## src/rtl/rfs_pkg.sv

```systemverilog
package rfs_pkg;
  typedef enum logic [1:0] {
    PH_PAUSE = 2'd0,
    PH_INIT  = 2'd1,
    PH_RUN   = 2'd2
  } phase_t;
endpackage

```

## src/rtl/rfs_timer.sv

```systemverilog
module rfs_timer #(
  parameter int LIMIT = 16
) (
  input  logic clk,
  input  logic rst_n,
  input  logic en,
  output logic tick
);
  localparam int W = (LIMIT > 1) ? $clog2(LIMIT) : 1;
  localparam logic [W-1:0] LAST = W'(LIMIT - 1);

  logic [W-1:0] cnt;

  always_ff @(posedge clk) begin
    if (!rst_n || !en)   cnt <= '0;
    else if (cnt == LAST) cnt <= '0;
    else                 cnt <= cnt + 1'b1;
  end

  assign tick = en && (cnt == LAST);

  assert_cnt_in_range_R5: assert property (@(posedge clk) disable iff (!rst_n)
    cnt <= LAST);
  assert_idle_clears_R5: assert property (@(posedge clk) disable iff (!rst_n)
    !en |=> (cnt == '0));
endmodule

```

## src/rtl/rfs_init_ctrl.sv

```systemverilog
module rfs_init_ctrl
  import rfs_pkg::*;
#(
  parameter int INIT_REFRESHES = 8
) (
  input  logic   clk,
  input  logic   rst_n,
  input  logic   pause_done,
  input  logic   ack,
  output phase_t phase,
  output logic   ready
);
  localparam int CW = $clog2(INIT_REFRESHES + 1);
  localparam logic [CW-1:0] LAST = CW'(INIT_REFRESHES - 1);

  logic [CW-1:0] done_cnt;
  logic          take;

  assign take = (phase == PH_INIT) && ack;

  always_ff @(posedge clk) begin
    if (!rst_n) begin
      phase    <= PH_PAUSE;
      done_cnt <= '0;
      ready    <= 1'b0;
    end else begin
      case (phase)
        PH_PAUSE: if (pause_done) phase <= PH_INIT;
        PH_INIT: if (take) begin
          if (done_cnt == LAST) begin
            phase <= PH_RUN;
            ready <= 1'b1;
          end else begin
            done_cnt <= done_cnt + 1'b1;
          end
        end
        default: phase <= PH_RUN;
      endcase
    end
  end

  assert_ready_sticky_R4: assert property (@(posedge clk) disable iff (!rst_n)
    ready |=> ready);
  assert_ready_only_in_run_R4: assert property (@(posedge clk) disable iff (!rst_n)
    ready |-> (phase == PH_RUN));
  assert_no_init_during_pause_R3: assert property (@(posedge clk) disable iff (!rst_n)
    (phase == PH_PAUSE) |-> (done_cnt == '0));
endmodule

```

## src/rtl/rfs_backlog.sv

```systemverilog
module rfs_backlog #(
  parameter int BACKLOG_MAX = 8
) (
  input  logic clk,
  input  logic rst_n,
  input  logic demand,
  input  logic ack,
  output logic pending,
  output logic overflow
);
  localparam int BW = $clog2(BACKLOG_MAX + 1);
  localparam logic [BW-1:0] FULL = BW'(BACKLOG_MAX);

  logic [BW-1:0] depth;
  logic          retire;

  assign pending = (depth != '0);
  assign retire  = ack && pending;

  always_ff @(posedge clk) begin
    if (!rst_n) begin
      depth    <= '0;
      overflow <= 1'b0;
    end else begin
      if (demand && !retire) begin
        if (depth == FULL) overflow <= 1'b1;
        else               depth    <= depth + 1'b1;
      end else if (retire && !demand) begin
        depth <= depth - 1'b1;
      end
    end
  end

  assert_no_overflow_R8: assert property (@(posedge clk) disable iff (!rst_n)
    depth <= FULL);
  assert_err_sticky_R8: assert property (@(posedge clk) disable iff (!rst_n)
    overflow |=> overflow);
  assert_idle_ack_ignored_R6: assert property (@(posedge clk) disable iff (!rst_n)
    (!pending && !demand) |=> !pending);
  assert_balanced_hold_R7: assert property (@(posedge clk) disable iff (!rst_n)
    (demand && retire) |=> $stable(depth));
endmodule

```

## src/rtl/dram_refresh_seq.sv

```systemverilog
module dram_refresh_seq
  import rfs_pkg::*;
#(
  parameter int PAUSE_CYCLES    = 20000,
  parameter int INIT_REFRESHES  = 8,
  parameter int INTERVAL_CYCLES = 1562,
  parameter int BACKLOG_MAX     = 8
) (
  input  logic clk,
  input  logic rst_n,
  input  logic refresh_ack,
  output logic refresh_req,
  output logic mem_ready,
  output logic backlog_err
);
  phase_t phase;
  logic   pause_done;
  logic   period_tick;
  logic   run_pending;

  rfs_timer #(.LIMIT(PAUSE_CYCLES)) u_pause (
    .clk(clk), .rst_n(rst_n), .en(phase == PH_PAUSE), .tick(pause_done)
  );

  rfs_init_ctrl #(.INIT_REFRESHES(INIT_REFRESHES)) u_init (
    .clk(clk), .rst_n(rst_n), .pause_done(pause_done), .ack(refresh_ack),
    .phase(phase), .ready(mem_ready)
  );

  rfs_timer #(.LIMIT(INTERVAL_CYCLES)) u_period (
    .clk(clk), .rst_n(rst_n), .en(phase == PH_RUN), .tick(period_tick)
  );

  rfs_backlog #(.BACKLOG_MAX(BACKLOG_MAX)) u_backlog (
    .clk(clk), .rst_n(rst_n), .demand(period_tick), .ack(refresh_ack),
    .pending(run_pending), .overflow(backlog_err)
  );

  assign refresh_req = (phase == PH_INIT) || run_pending;

  assert_no_req_in_pause_R2: assert property (@(posedge clk) disable iff (!rst_n)
    (phase == PH_PAUSE) |-> !refresh_req);
  assert_req_until_ready_R3: assert property (@(posedge clk) disable iff (!rst_n)
    (phase == PH_INIT) |-> (refresh_req && !mem_ready));
  assert_err_needs_ready_R8: assert property (@(posedge clk) disable iff (!rst_n)
    backlog_err |-> mem_ready);
endmodule

```

## config.mk

```make
export PLATFORM = sky130hd
export DESIGN_NAME = dram_refresh_seq
export DESIGN_NICKNAME = d
export VERILOG_FILES = /design/src/rtl/rfs_pkg.sv /design/src/rtl/rfs_timer.sv /design/src/rtl/rfs_init_ctrl.sv /design/src/rtl/rfs_backlog.sv /design/src/rtl/dram_refresh_seq.sv
export SDC_FILE = /design/constraint.sdc
export NUM_CORES = 1
export LEC_CHECK = 0
export ABC_AREA = 1
export BUFFER_PORTS_ARGS = -buffer_cell sky130_fd_sc_hd__buf_4
export CAP_MARGIN = 20
export CORE_ASPECT_RATIO = 0.5
export CORE_UTILIZATION = 55
export DETAILED_ROUTE_END_ITERATION = 8
export HOLD_SLACK_MARGIN = 0.1
export PLACE_DENSITY = 0.81
export SLEW_MARGIN = 20
export SYNTH_ARGS = -nofsm -noshare
export SYNTH_HDL_FRONTEND = slang
export SYNTH_HIERARCHICAL = 1
export SYNTH_SLANG_ARGS = --single-unit
```

## constraint.sdc

```tcl
create_clock -name clk -period 2.7 [get_ports clk]
set_input_delay 0.27 -clock clk [delete_from_list [all_inputs] [get_ports clk]]
set_output_delay 0.27 -clock clk [all_outputs]
set_load 0.01 [all_outputs]
```

==> out/qor.txt <==
ROUTING
------------------------------------------------------------------------------------
Count of unresolved DRC violations after routing ......................            0
Top metal layer carrying routed signals ...............................         met4
Total length of routed met3 wires .....................................       126 um
Amount of wire on met2 after detailed routing .........................      1691 um
Detailed-route wire length per cell ...................................     10.31 um
Initial DRC Count .....................................................           79
Via density per instance ..............................................        4.907
TritonRoute pass-1 iters ..............................................            4
Total number of vias ..................................................         1747
Post-Route WL .........................................................      3672 um
Antenna violation net count after detailed routing ....................            0
DRT met1 WL ...........................................................      1819 um

GLOBAL ROUTING
------------------------------------------------------------------------------------
Antenna violations before repair ......................................            0
Overall global routing resource usage .................................       21.53%
Global-route wire length before repair ................................      6368 um
Number of global-route vias before repair .............................         1502
Aggregate global routing overflow .....................................            0
Pin count of the biggest net entering global routing ..................           15

FINAL LAYOUT
------------------------------------------------------------------------------------
Antenna diode count ...................................................            0
Flip-flop and latch area ..............................................  760.7 sq um
Synthesis-to-finish area growth .......................................       11.10%
Final layout net count ................................................          314
Design Area, Final ....................................................   2292 sq um
Proportion of layout cells with a drive suffix above 1 ................       13.77%
Multi-input gate area .................................................   1130 sq um
Number of fill cells in the layout ....................................          324

CLOCKING
------------------------------------------------------------------------------------
Reg clk slew, reported paths ..........................................      0.08 ns
Clock buffers created by TritonCTS ....................................            5
Post-cts gate resize count ............................................            0
Post-CTS Setup Bufs ...................................................            0
Clock sink count ......................................................           38
TritonCTS clock tree ..................................................        built
CTS H-Tree Depth ......................................................            2
Clk_lat worst skew ....................................................      0.30 ns
Clock root buffer ..................................................... sky130_fd_sc_hd__clkbuf_8
Quantity of hold-fixing buffers added after cts .......................            0
Clock tree buffer depth ...............................................            2

POWER
------------------------------------------------------------------------------------
Peak supply drop ......................................................    0.3037 mV
Static Leak ...........................................................    0.8586 nW
Power per cell area ................................................... 518.1 nW/um^2

DIE
------------------------------------------------------------------------------------
Core region area ......................................................   3510 sq um
Chip Height ...........................................................     45.31 um
Placement Rows ........................................................           15
Io pins ...............................................................            6
Starting utilization of the core area .................................       58.79%
Area enclosed by the die boundary .....................................   4015 sq um
Die Width .............................................................     88.62 um

MIN PATH
------------------------------------------------------------------------------------
Launch instance of the worst min-delay path ...........................        rst_n
Cells on Worst Hold Path ..............................................            3
Hold endpoint ......................................................... u_backlog/depth[3]
Worst hold path class ................................................. input pin to register

TIMING
------------------------------------------------------------------------------------
Worst Skew ............................................................  0.009097 ns
Unrepaired setup endpoints after global routing .......................        false
Highest Clock Rate ....................................................    453.0 MHz
Slew of the pin with the lowest slew margin ...........................    0.3636 ns
Slew HR ...............................................................       75.70%
Final setup violation count ...........................................            0
Setup TNS Final .......................................................         0 ns
Final hold violation count ............................................            0
Final number of max-transition violations .............................            0
Post-layout minimum cycle time ........................................     2.207 ns
Part of the cycle the worst path needs ................................       81.75%

SYNTH
------------------------------------------------------------------------------------
Top-area cell type share of the netlist area ..........................       36.87%
Synth Warn # ..........................................................            6
Post-synth top flop ................................................... sky130_fd_sc_hd__dfxtp_1
Leading cell types by count after synthesis ........................... sky130_fd_sc_hd__nand2_1, sky130_fd_sc_hd__nor2_1, sky130_fd_sc_hd__dfxtp_1, sky130_fd_sc_hd__inv_1, sky130_fd_sc_hd__nand3_1
Flip-flop and latch count after synthesis .............................           38
Leading area contributor after synthesis .............................. sky130_fd_sc_hd__dfxtp_1
Portion of the post-synthesis area used by sequential elements ........       36.87%
Synthesized area ......................................................   2063 sq um
Most frequent cell after synthesis .................................... sky130_fd_sc_hd__nand2_1
Top cells by area, synth .............................................. sky130_fd_sc_hd__dfxtp_1, sky130_fd_sc_hd__nand2_1, sky130_fd_sc_hd__nor2_1, sky130_fd_sc_hd__inv_1, sky130_fd_sc_hd__nand3_1
Post-Synthesis Mean Instance Area .....................................  7.042 sq um
Number of flops mapped to enable cells by yosys .......................            0
Synth Net Count .......................................................          303
Library cells used by synthesis .......................................           27
Ys async rst share ....................................................           0%
Number of cells produced by synthesis .................................          293

CRITICAL PATH
------------------------------------------------------------------------------------
R2R Setup Slk .........................................................      0.49 ns
Critical path capture point type ......................................     register
Class of the most critical setup path ................................. register to register
Critical path data arrival time .......................................      2.40 ns
Crit. Startpoint ...................................................... u_period/cnt[0]
Worst reg2reg path startpoint ......................................... u_period/cnt[0]
Startpoint Class ......................................................     register
Biggest fanout along the worst timing path ............................            5
Worst Path Required ...................................................      2.90 ns
Terminus of the critical flop-to-flop path ............................ u_backlog/depth[3]
Worst-case reg-to-reg path depth ......................................           13

PLACEMENT
------------------------------------------------------------------------------------
Weighted congestion at the end of routability-driven global placement .       0.8440
Sum of net half-perimeters after detailed placement ...................      2797 um
Buffers added on ports ................................................            5
Post-detailed-placement cell area .....................................   2150 sq um

RUN STATUS
------------------------------------------------------------------------------------
Run status ............................................................    completed

FLOW RUN
------------------------------------------------------------------------------------
Max Cap Violations ....................................................            0

==> worst max-delay path, stage by stage (launching register included) <==
cell and delay, ns:
sky130_fd_sc_hd__dfxtp_1 0.40, sky130_fd_sc_hd__ha_1 0.19, sky130_fd_sc_hd__nand4_1 0.10, sky130_fd_sc_hd__nor3_1 0.30, sky130_fd_sc_hd__nand2_2 0.16, sky130_fd_sc_hd__ha_1 0.35, sky130_fd_sc_hd__nand2_1 0.10, sky130_fd_sc_hd__nand2_1 0.05
sky130_fd_sc_hd__nor2_1 0.10, sky130_fd_sc_hd__nand3_1 0.09, sky130_fd_sc_hd__nand2_1 0.09, sky130_fd_sc_hd__nor2_2 0.04, sky130_fd_sc_hd__nor2_1 0.10, sky130_fd_sc_hd__nor2_1 0.06
==> cell families (layout without fill, tap and decap cells) <==
logic type               Yosys count  after routing  share of synthesized area [%]
AO/OA/AOI/OAI                     24             24                          6.125
XOR/XNOR                           9              9                          3.821
adder cells (fa/ha/maj)            7              7                          4.609
buffers and inverters             42             54                          8.369
flip-flops                        38             38                          36.87
AND/OR/NAND/NOR                  173            173                          40.21
==> registers in the layout, indices dropped and copies added, names as in the netlist <==
name and flops:
u_backlog/depth 4, u_backlog/overflow 1, u_init/done_cnt 4, u_init/phase 2, u_init/ready 1, u_pause/cnt 15
u_period/cnt 11
==> routing by layer <==
metal,GRT usage [%],vias up
li1,-,946
met1,25.70,776
met2,36.62,21
met3,6.033,4
met4,10.65,0
met5,0,-
==> per-stage QoR <==
stage,utilization [%],cells,power [mW],setup WS (ns),hold slack (ns)
4_1_cts,65.31,356,1.202,0.4993,0.2618
3_5_place_dp,61.25,348,0.6021,0.5223,0.4399
6_report,65.31,356,1.188,0.4927,0.2737
2_1_floorplan,-,293,0.5937,0.5634,0.3875
5_1_grt,65.31,356,1.227,0.2735,0.2826
3_3_place_gp,61.25,348,0.6005,0.6314,0.4273
==> how the worst max path moves through the flow <==
stage	slack, ns	to	depth (start not counted)
floorplan	0.56	u_backlog/depth[3]	13
global placement	0.63	u_backlog/depth[3]	13
detailed placement	0.52	u_backlog/depth[3]	13
CTS	0.50	u_backlog/depth[3]	13
global route	0.27	u_backlog/depth[3]	13
finish	0.49	u_backlog/depth[3]	13
==> area by class of cell <==
| cell class | instances | share of cell area [%] |
|---|---|---|
| tap | 51 | 2.784 |
| timing repair buffer | 6 | 1.965 |
| multi-input combinational | 213 | 49.29 |
| clock buffer | 6 | 3.603 |
| sequential | 38 | 33.19 |
| clock inverter | 2 | 2.620 |
| inverter | 40 | 6.550 |
==> cell usage in the layout, fill, tap and decap left out, drive strengths merged, types with 2 or more instances in the layout <==
| master | count |
|---|---|
| nand2 | 72 |
| buf | 6 |
| nand3 | 23 |
| dfxtp | 38 |
| xnor2 | 3 |
| nand4 | 10 |
| xor2 | 6 |
| ha | 6 |
| nor3 | 4 |
| bufinv | 2 |
| o21ai | 6 |
| inv | 40 |
| or2 | 3 |
| a21oi | 17 |
| nand3b | 3 |
| clkbuf | 6 |
| nor2 | 58 |
==> power breakdown <==
part / switching [mW] / leakage (nW) / total [mW] / internal [mW]
Sequential: 0.00346 / 0.307 / 0.567 / 0.564
Clock: 0.205 / 0.0714 / 0.599 / 0.394
Combinational: 0.0137 / 0.481 / 0.0214 / 0.00763
Total: 0.222 / 0.859 / 1.19 / 0.966
No activity file was read; power rests on OpenSTA's default activity.
